--- config.mk ---
export PLATFORM = sky130hd
export DESIGN_NAME = mclk_switch_seq
export DESIGN_NICKNAME = d
export VERILOG_FILES = /design/src/rtl/mcs_pkg.sv /design/src/rtl/mcs_step_rom.sv /design/src/rtl/mcs_operand_bank.sv /design/src/rtl/mclk_switch_seq.sv
export SDC_FILE = /design/constraint.sdc
export NUM_CORES = 1
export LEC_CHECK = 0
export BUFFER_PORTS_ARGS = -buffer_cell sky130_fd_sc_hd__buf_2
export CAP_MARGIN = 20
export CORE_MARGIN = 8
export CORE_UTILIZATION = 58
export CTS_CLUSTER_DIAMETER = 60
export DETAILED_ROUTE_END_ITERATION = 7
export PLACE_DENSITY = 0.85
export SLEW_MARGIN = 5
export SYNTH_ARGS = -nofsm -noshare
export SYNTH_HDL_FRONTEND = slang
export SYNTH_HIERARCHICAL = 1
export SYNTH_SLANG_ARGS = --single-unit
export TNS_END_PERCENT = 100
--- constraint.sdc ---
create_clock -name clk -period 3 [get_ports clk]
set_input_delay 0.15 -clock clk [delete_from_list [all_inputs] [get_ports clk]]
set_output_delay 0.15 -clock clk [all_outputs]
set_load 0.02 [all_outputs]
--- src/rtl/mcs_pkg.sv ---
package mcs_pkg;
  localparam int IDX_W  = 3;
  localparam int DATA_W = 8;
  localparam int NSTEP  = 39;
  localparam int STEP_W = $clog2(NSTEP);

  localparam logic [IDX_W-1:0] IX_ADDR = 3'd0;
  localparam logic [IDX_W-1:0] IX_PIX  = 3'd1;
  localparam logic [IDX_W-1:0] IX_MEM  = 3'd2;
  localparam logic [IDX_W-1:0] IX_CSEL = 3'd3;
  localparam logic [IDX_W-1:0] IX_MCTL = 3'd4;

  typedef enum logic [1:0] {OP_WR, OP_RD, OP_LOCK} op_e;
  typedef enum logic [3:0] {S_K, S_N, S_M, S_PB0, S_P30, S_V, S_V08, S_V10, S_V18,
                            S_SN, S_SM, S_SP} src_e;
  typedef enum logic [2:0] {D_NONE, D_SN, D_SM, D_SP, D_V} dst_e;

  typedef struct packed {
    op_e              op;
    logic [IDX_W-1:0] idx;
    src_e             src;
    logic [DATA_W-1:0] k;
    dst_e             dst;
    logic             vga_only;
    logic             lk_mem;
    logic             last;
  } step_t;

  function automatic step_t mk_wr(logic [IDX_W-1:0] idx, src_e src,
                                  logic [DATA_W-1:0] k, logic vga_only);
    step_t s;
    s = '0;
    s.op = OP_WR; s.idx = idx; s.src = src; s.k = k; s.vga_only = vga_only;
    return s;
  endfunction

  function automatic step_t mk_rd(logic [IDX_W-1:0] idx, dst_e dst);
    step_t s;
    s = '0;
    s.op = OP_RD; s.idx = idx; s.dst = dst;
    return s;
  endfunction

  function automatic step_t mk_lk(logic mem);
    step_t s;
    s = '0;
    s.op = OP_LOCK; s.lk_mem = mem;
    return s;
  endfunction
endpackage

--- src/rtl/mcs_step_rom.sv ---
module mcs_step_rom
  import mcs_pkg::*;
(
  input  logic [STEP_W-1:0] step,
  output step_t             op_o
);
  always_comb begin
    case (step)
      // save pixel bytes
      6'd0:  op_o = mk_wr(IX_ADDR, S_K, 8'hFC, 1'b0);
      6'd1:  op_o = mk_rd(IX_PIX, D_SN);
      6'd2:  op_o = mk_wr(IX_ADDR, S_K, 8'hFD, 1'b0);
      6'd3:  op_o = mk_rd(IX_PIX, D_SM);
      6'd4:  op_o = mk_wr(IX_ADDR, S_K, 8'hFE, 1'b0);
      6'd5:  op_o = mk_rd(IX_PIX, D_SP);
      // tune pixel PLL
      6'd6:  op_o = mk_wr(IX_ADDR, S_K, 8'hFE, 1'b0);
      6'd7:  op_o = mk_wr(IX_PIX, S_K, 8'h00, 1'b0);
      6'd8:  op_o = mk_wr(IX_ADDR, S_K, 8'hFC, 1'b0);
      6'd9:  op_o = mk_wr(IX_PIX, S_N, 8'h00, 1'b0);
      6'd10: op_o = mk_wr(IX_PIX, S_M, 8'h00, 1'b0);
      6'd11: op_o = mk_wr(IX_PIX, S_PB0, 8'h00, 1'b0);
      6'd12: op_o = mk_lk(1'b0);
      // internal clock, R6 restart pixel PLL
      6'd13: op_o = mk_wr(IX_CSEL, S_K, 8'h75, 1'b1);
      6'd14: op_o = mk_wr(IX_ADDR, S_K, 8'hFE, 1'b0);
      6'd15: op_o = mk_wr(IX_PIX, S_P30, 8'h00, 1'b0);
      6'd16: op_o = mk_wr(IX_ADDR, S_K, 8'hFE, 1'b0);
      6'd17: op_o = mk_wr(IX_PIX, S_PB0, 8'h00, 1'b0);
      6'd18: op_o = mk_lk(1'b0);
      // dot clock onto memory clock pin
      6'd19: op_o = mk_rd(IX_MCTL, D_V);
      6'd20: op_o = mk_wr(IX_MCTL, S_V, 8'h00, 1'b0);
      6'd21: op_o = mk_wr(IX_MCTL, S_V08, 8'h00, 1'b0);
      // memory PLL
      6'd22: op_o = mk_wr(IX_ADDR, S_K, 8'hFB, 1'b0);
      6'd23: op_o = mk_wr(IX_MEM, S_K, 8'h00, 1'b0);
      6'd24: op_o = mk_wr(IX_ADDR, S_K, 8'hF3, 1'b0);
      6'd25: op_o = mk_wr(IX_MEM, S_N, 8'h00, 1'b0);
      6'd26: op_o = mk_wr(IX_MEM, S_M, 8'h00, 1'b0);
      6'd27: op_o = mk_wr(IX_MEM, S_PB0, 8'h00, 1'b0);
      6'd28: op_o = mk_lk(1'b1);
      // memory PLL back on pin, R5 external clock
      6'd29: op_o = mk_wr(IX_MCTL, S_V10, 8'h00, 1'b0);
      6'd30: op_o = mk_wr(IX_MCTL, S_V18, 8'h00, 1'b0);
      6'd31: op_o = mk_wr(IX_CSEL, S_K, 8'h77, 1'b1);
      // restore pixel PLL
      6'd32: op_o = mk_wr(IX_ADDR, S_K, 8'hFE, 1'b0);
      6'd33: op_o = mk_wr(IX_PIX, S_K, 8'h00, 1'b0);
      6'd34: op_o = mk_wr(IX_ADDR, S_K, 8'hFC, 1'b0);
      6'd35: op_o = mk_wr(IX_PIX, S_SN, 8'h00, 1'b0);
      6'd36: op_o = mk_wr(IX_PIX, S_SM, 8'h00, 1'b0);
      6'd37: op_o = mk_wr(IX_PIX, S_SP, 8'h00, 1'b0);
      default: op_o = mk_lk(1'b0);
    endcase
    op_o.last = (step == STEP_W'(NSTEP - 1));
  end
endmodule

--- src/rtl/mcs_operand_bank.sv ---
module mcs_operand_bank
  import mcs_pkg::*;
(
  input  logic              clk,
  input  logic              rst_n,
  input  logic              load_en,
  input  logic [DATA_W-1:0] n_in,
  input  logic [DATA_W-1:0] m_in,
  input  logic [DATA_W-1:0] p_in,
  input  logic              vga_in,
  input  logic              cap_en,
  input  dst_e              cap_dst,
  input  logic [DATA_W-1:0] cap_data,
  input  src_e              src,
  input  logic [DATA_W-1:0] k,
  output logic [DATA_W-1:0] wdata,
  output logic              vga_q
);
  logic [DATA_W-1:0] n_q, m_q, p_q, sn_q, sm_q, sp_q, cv_q;
  logic [DATA_W-1:0] cv_base;

  always_ff @(posedge clk or negedge rst_n) begin
    if (!rst_n) begin
      n_q <= '0; m_q <= '0; p_q <= '0; vga_q <= 1'b0;
    end else if (load_en) begin
      n_q <= n_in; m_q <= m_in; p_q <= p_in; vga_q <= vga_in;
    end
  end

  always_ff @(posedge clk or negedge rst_n) begin
    if (!rst_n) begin
      sn_q <= '0; sm_q <= '0; sp_q <= '0; cv_q <= '0;
    end else if (cap_en) begin
      case (cap_dst)
        D_SN:    sn_q <= cap_data;
        D_SM:    sm_q <= cap_data;
        D_SP:    sp_q <= cap_data;
        D_V:     cv_q <= cap_data;
        default: ;
      endcase
    end
  end

  assign cv_base = cv_q & 8'hE7;

  always_comb begin
    case (src)
      S_N:     wdata = {2'b11, n_q[5:0]};
      S_M:     wdata = {2'b00, m_q[5:0]};
      S_PB0:   wdata = {6'b101100, p_q[1:0]};
      S_P30:   wdata = {6'b001100, p_q[1:0]};
      S_V:     wdata = cv_base;
      S_V08:   wdata = cv_base | 8'h08;
      S_V10:   wdata = cv_base | 8'h10;
      S_V18:   wdata = cv_base | 8'h18;
      S_SN:    wdata = sn_q;
      S_SM:    wdata = sm_q;
      S_SP:    wdata = sp_q;
      default: wdata = k;
    endcase
  end
endmodule

--- src/rtl/mclk_switch_seq.sv ---
module mclk_switch_seq
  import mcs_pkg::*;
#(
  parameter int RST_SYNC = 2
)(
  input  logic       clk,
  input  logic       rst_n,
  input  logic       start,
  input  logic       vga_en,
  input  logic [7:0] n_val,
  input  logic [7:0] m_val,
  input  logic [7:0] p_val,
  output logic       bus_req,
  output logic       bus_we,
  output logic [2:0] bus_idx,
  output logic [7:0] bus_wdata,
  input  logic       bus_ack,
  input  logic [7:0] bus_rdata,
  output logic       lock_req,
  output logic       lock_sel,
  input  logic       lock_done,
  input  logic       lock_err,
  output logic       done,
  output logic       err
);
  typedef enum logic [1:0] {ST_IDLE, ST_RUN, ST_DONE} st_e;

  logic [RST_SYNC-1:0] rs_q;
  logic                rst_s;
  st_e                 st_q, st_d;
  logic [STEP_W-1:0]   step_q, step_d;
  logic                err_q, err_d;
  step_t               cur;
  logic                vga_q, skip, step_fin, accept;
  logic [DATA_W-1:0]   wdata;

  // reset asserts at once, releases after RST_SYNC edges
  always_ff @(posedge clk or negedge rst_n) begin
    if (!rst_n) rs_q <= '0;
    else        rs_q <= {rs_q[RST_SYNC-2:0], 1'b1};
  end
  assign rst_s = rs_q[RST_SYNC-1];

  mcs_step_rom u_rom (.step(step_q), .op_o(cur));

  mcs_operand_bank u_bank (
    .clk(clk), .rst_n(rst_s), .load_en(accept),
    .n_in(n_val), .m_in(m_val), .p_in(p_val), .vga_in(vga_en),
    .cap_en(bus_req && bus_ack && (cur.op == OP_RD)), .cap_dst(cur.dst),
    .cap_data(bus_rdata), .src(cur.src), .k(cur.k),
    .wdata(wdata), .vga_q(vga_q)
  );

  assign accept    = (st_q == ST_IDLE) && start;
  assign skip      = cur.vga_only && !vga_q;
  assign bus_req   = (st_q == ST_RUN) && (cur.op != OP_LOCK) && !skip;
  assign lock_req  = (st_q == ST_RUN) && (cur.op == OP_LOCK);
  assign bus_we    = (cur.op == OP_WR);
  assign bus_idx   = cur.idx;
  assign bus_wdata = wdata;
  assign lock_sel  = cur.lk_mem;
  assign done      = (st_q == ST_DONE);
  assign err       = err_q;
  assign step_fin  = (st_q == ST_RUN) &&
                     (skip || (bus_req && bus_ack) || (lock_req && lock_done));

  always_comb begin
    st_d   = st_q;
    step_d = step_q;
    err_d  = err_q;
    case (st_q)
      ST_IDLE: if (start) begin
        st_d   = ST_RUN;
        step_d = '0;
        err_d  = 1'b0;
      end
      ST_RUN: begin
        if (lock_req && lock_done && lock_err) err_d = 1'b1;
        if (step_fin) begin
          if (cur.last) st_d = ST_DONE;
          else          step_d = step_q + 1'b1;
        end
      end
      default: st_d = ST_IDLE;
    endcase
  end

  always_ff @(posedge clk or negedge rst_s) begin
    if (!rst_s) begin
      st_q   <= ST_IDLE;
      step_q <= '0;
      err_q  <= 1'b0;
    end else begin
      st_q   <= st_d;
      step_q <= step_d;
      err_q  <= err_d;
    end
  end


  bus_hold_chk: assert property (@(posedge clk) disable iff (!rst_s)
    bus_req && !bus_ack |=> bus_req && $stable(bus_idx) && $stable(bus_we) && $stable(bus_wdata));

  lock_hold_chk: assert property (@(posedge clk) disable iff (!rst_s)
    lock_req && !lock_done |=> lock_req && $stable(lock_sel));

  done_pulse_chk: assert property (@(posedge clk) disable iff (!rst_s)
    done |=> !done);

  done_quiet_chk: assert property (@(posedge clk) disable iff (!rst_s)
    done |-> !bus_req && !lock_req);

  err_hold_chk: assert property (@(posedge clk) disable iff (!rst_s)
    err && !start |=> err);
endmodule

# Word level (Yosys, flattened, before mapping)

Memories as Yosys holds them, arrays and structs flattened.
Cells that the tools add are included.
Widths: inputs -> output; s select.

$add $sub $neg: 1
Eq/ne operators: 26
Multiplexer cells: 12
Reductions and logical operators: 24

Operators by type and width:

| kind                | number |
|---|---|
| $pmux 8 s11         | 1 |
| $mux 6              | 3 |
| $eq 4x3->1 const B  | 4 |
| $eq 4x4->1 const B  | 4 |
| $pmux 6 s2          | 1 |
| $logic_and 1x1->1   | 10 |
| $ne 2x2->1 const B  | 5 |
| $eq 4x2->1 const B  | 2 |
| $reduce_and 2->1    | 4 |
| $add 6x1->6 const B | 1 |
| $eq 3x2->1 const B  | 2 |
| $eq 6x6->1 const B  | 1 |
| $mux 2              | 3 |
| $reduce_and 3->1    | 2 |
| $eq 2x1->1 const B  | 2 |
| $eq 2x2->1 const B  | 2 |
| $eq 4x1->1 const B  | 1 |
| $logic_not 2->1     | 2 |
| $pmux 2 s2          | 1 |
| $reduce_and 4->1    | 1 |
| $eq 3x1->1 const B  | 1 |
| $eq 3x3->1 const B  | 1 |
| $logic_not 1->1     | 2 |
| $logic_or 1x1->1    | 2 |
| 4 further kinds     | 5 |

Bits in registers: 58
ROM bits: 1,408
Bits of input ports: 39
Output and inout port bits: 17
Logic and storage cells: 76
Memories kept: 1

Memory list:

| memory           | depth | bits a word | rd ports | clocked after memory_dff | wr ports | RTL line          | source |
|---|---|---|---|---|---|---|---|
| (name not given) | 64    | 22          | 1        | 0                        | 0        | mcs_step_rom.sv:8 | `case (step)` |

# Depth between registers and ports, before layout

Depth in word-level cells: 10
Depth in mapped cells: 13
Gate-level depth less buffers: 11

# By module

The synthesis kept the hierarchy.

Modules (own cells, without submodules):

| module           | instances | cells each | area each (µm²) |
|---|---|---|---|
| mcs_operand_bank | 1         | 193        | 2,294.7 |
| mcs_step_rom     | 1         | 109        | 810.8 |
| mclk_switch_seq  | 1         | 64         | 616.8 |

# Worst setup path before layout

OpenSTA, ideal clock, no wires.

Path type: reg-to-output
From: register step_q[1]
To: output port bus_wdata[0]
Arrival: 2.667 ns
Path slack: 0.183 ns
Stages on the path, launching flop included: 14
Path buffers: 2
Path through: dfrtp_1 > inv_1 > ha_1 > mux2_2 > a22oi_1 > nor3_1 > inv_1 > ha_1 > buf_2 > buf_2 > nand3_1 > o211ai_1 > o21ai_0 > a41oi_1

RTL lines:

| item                     | RTL line              | source |
|---|---|---|
| start: declaration       | mclk_switch_seq.sv:31 | `logic [STEP_W-1:0] step_q, step_d;` |
| start signal: assignment | mclk_switch_seq.sv:95 | `step_q <= step_d;` |
| end: declaration         | mclk_switch_seq.sv:16 | `output logic [7:0] bus_wdata,` |

==> qor.csv <==
stage,metric,value,unit
routing,vias per cell,6.54,
routing,post-detailed-route wirelength per cell,20.9,um
synthesis,mux share of post-synthesis cell area,18.5,%
synthesis,#FFs+latches synth,56,
sta,final hold vios,0,
synthesis,"Net Count, Synth",416,
routing,DRT iter0 DRCs,311,
clock_network,CTS tree,yes,
synthesis,Compound-Gate Fraction of Synth Area,17.9,%
pwr,maximum vdd drop,0.772,mV
clock_network,H-tree depth,2,
floorplanning,Die ar.,9240,sq um
sta,Setup WS post-layout,-142,ps
synthesis,ys async rst share,100,%
floorplanning,Starting Density,59.3,%
worst_setup_path,crit path DAT,2990,ps
grt,total global routing track utilization,22.3,%
final_layout,Finished Core Util,75.4,%
sta,Max Fclk,318,MHz
final_layout,Syn-to-layout area delta,27.1,%
sta,Max-Slew Margin vs Limit,50.3,%
routing,First-pass DRT Iterations,5,
sta,crit share post-route,105,%
synthesis,Synth Area in XOR/XNOR,0,%
clock_network,number of clock sinks,56,
clock_network,clk buf depth,2,
outcome,failing checks,negative setup slack,
sta,pins over their slew limit,0,
grt,first-pass GRT wire length,16500,um
outcome,outcome,finished with violations,
sta,endpoints failing setup,4,
worst_setup_path,Crit. End Element,output pin,
synthesis,Mean Syn Cell Area,10.2,sq um
worst_setup_path,Crit Path Category,reg -> out,
worst_setup_path,Setup crit start kind,flop,
synthesis,Syn Inst Count,366,
place,placed cell areas,4240,sq um
routing,final wirelength,11300,um
synthesis,Post-synth EDFFs,0,
worst_hold_path,worst hold path type,in -> reg,
floorplanning,CORE AREA,6280,sq um
synthesis,Synth Cell Area,3720,sq um
synthesis,Post-Synth Simple-Gate Area,16.2,%
synthesis,largest family of logic cells by synthesized area,multiplexers,
worst_setup_path,Worst EP required,2850,ps
clock_network,CTS Buf Count,5,
flow_run,Max Cap Viol,0,
final_layout,n_diodes,0,
synthesis,Synth Area in Adders,3.70,%
synthesis,Synth warnings,6,
floorplanning,number of cell rows,29,
final_layout,share of layout cells above drive strength 1,47.6,%
final_layout,cell area after layout,4730,sq um
sta,Final Skew,9.58,ps
pwr,PD cells,1170,nW/um^2
grt,GRT overflow,0,
sta,worst-margin pin slew,746,ps
floorplanning,Die W,96.1,um
sta,Final min period,3140,ps
clock_network,Root Buffer,clkbuf_8,
grt,vias in the first global route,3478,
routing,Post-DRT Antenna Nets,0,
routing,final routed DRC violation total,0,
sta,RSZ-0062 raised after global routing,true,
floorplanning,Ports,56,
place,Placed Cells,511,
clock_network,clock latency on the worst-skew pair,320,ps
routing,detailed-route via count,3524,
clock_network,clk slew on worst S/H paths,110,ps
floorplanning,Die Y,96.1,um
grt,largest net degree at the start of global routing,37,
synthesis,most common flop cell mapped by yosys,dfrtp_1,
synthesis,register area share after synthesis,37.6,%
place,Buffers on Ports,45,
synthesis,synth unique cells,64,
grt,initial antenna violation count,0,
worst_setup_path,peak fanout along the critical path,8,
pwr,Leakage,0.00220,uW
sta,final setup TNS,-283,ps
place,DP HPWL,7140,um
final_layout,fin nets,511,
place,Placer Congestion,0.919,
sta,hold slack final,48.0,ps
final_layout,Post-Layout Cell Count,539,
-- through the flow --
step,power [uW],setup WS (ps)
global placement,4220,101
detailed placement,4330,37.7
floorplan,3330,183
CTS,5000,3.20
finish,5540,-142
global route,5830,-266
-- sequential cells by signal, indices dropped and copies added, names as in the netlist --
register / flops
u_bank/m_q: 6
st_q: 2
u_bank/vga_q: 1
err: 1
u_bank/p_q: 2
u_bank/sm_q: 8
step_q: 6
u_bank/n_q: 6
rs_q: 2
u_bank/sp_q: 8
u_bank/cv_q: 6
u_bank/sn_q: 8
-- layout make-up --
type	count	area [sq um]
sequential	56	1410
timing repair buffer	110	781
fill	370	1550
tap	77	96.3
inverter	17	63.8
clock inverter	2	17.5
multi-input combinational	271	2290
clock buffer	6	72.6
-- cells in the final DEF (no fill, tap or decap), types with 6 or more instances in the layout --
cell,instances
a21oi_1,11
nand2_1,22
mux2i_1,6
nor2_1,15
inv_1,14
a31oi_1,6
buf_2,40
buf_6,6
ha_4,7
nand2b_1,8
dfrtp_1,50
o211ai_1,7
mux2_2,48
and3_1,6
buf_4,61
dfrtp_2,6
nor2b_1,12
nand3_1,18
-- cells in the mapped netlist, drive strengths merged, types with 7 or more instances --
cell type | n | area share (%)
nor2 | 20 | 2.2
o211ai | 7 | 1.4
mux2i | 7 | 2.0
o21ai | 14 | 1.9
buf | 21 | 4.2
nand2 | 24 | 2.6
nor2b | 17 | 3.1
nand2b | 9 | 1.5
nand3 | 19 | 2.6
ha | 11 | 3.7
a21oi | 13 | 1.8
dfrtp | 56 | 38
inv | 17 | 1.7
mux2 | 52 | 16
-- per-layer routing --
layer  vias to the layer above  part of all wire (%)  GRT usage (%)
li1                       1546                     -              -
met1                      1713                    38           27.3
met2                       203                    50           37.0
met3                        62                   6.5           3.43
met4                         0                   5.0           12.2
met5                         -                     0              0
-- path summary, 6_finish.rpt --
| check | startpoint | end | slack [ps] | cells past startpoint |
|---|---|---|---|---|
| max | step_q[1]$_DFFE_PN0P_ | bus_wdata[2] | -140 | 12 |
| min | m_val[0] | u_bank/m_q[0]$_DFFE_PN0P_ | 50 | 2 |
| max reg2reg | step_q[1]$_DFFE_PN0P_ | u_bank/sm_q[0]$_DFFE_PN0P_ | 0 | 12 |
| min reg2reg | rs_q[1]$_DFF_PN0_ | u_bank/m_q[4]$_DFFE_PN0P_ | 340 | 0 |
| max in group asynchronous | rs_q[1]$_DFF_PN0_ | u_bank/cv_q[6]$_DFFE_PN0P_ | 1900 | 1 |
| min in group asynchronous | rst_n | rs_q[0]$_DFF_PN0_ | 140 | 2 |
-- critical path, cell delays in order, from the launching register on --
cell	delay [ps]
dfrtp_2	440
buf_4	130
buf_4	110
ha_2	200
nand3_1	110
o21ai_2	220
inv_1	140
ha_4	210
buf_4	170
a22o_1	230
a222oi_1	390
a21oi_1	140
buf_4	180
-- power by group --
part	internal (uW)	switching [uW]
clock	172	259
sequential	920	225
combinational	1790	2180
total	2880	2660
-- what timing repair did --
| action | 4_1_cts | 5_1_grt |
|---|---|---|
| setup endpoints to repair | 8 | 24 |
| endpoints found under the hold margin | 2 | 0 |
| hold buffers | 1 | 0 |
| pin swaps | 9 | 12 |
| gates resized for setup | 32 | 34 |
| buffers inserted | 7 | 11 |
| gates cloned | 0 | 1 |
-- kinds of logic after synthesis --
logic type / after synthesis
AND/OR/NAND/NOR: 111
adder cells (fa/ha/maj): 11
AO/OA/AOI/OAI: 88
flip-flops: 56
multiplexers: 60
buffers and inverters: 39
other: 1
Note: power is estimated with default switching activity, not from simulation.
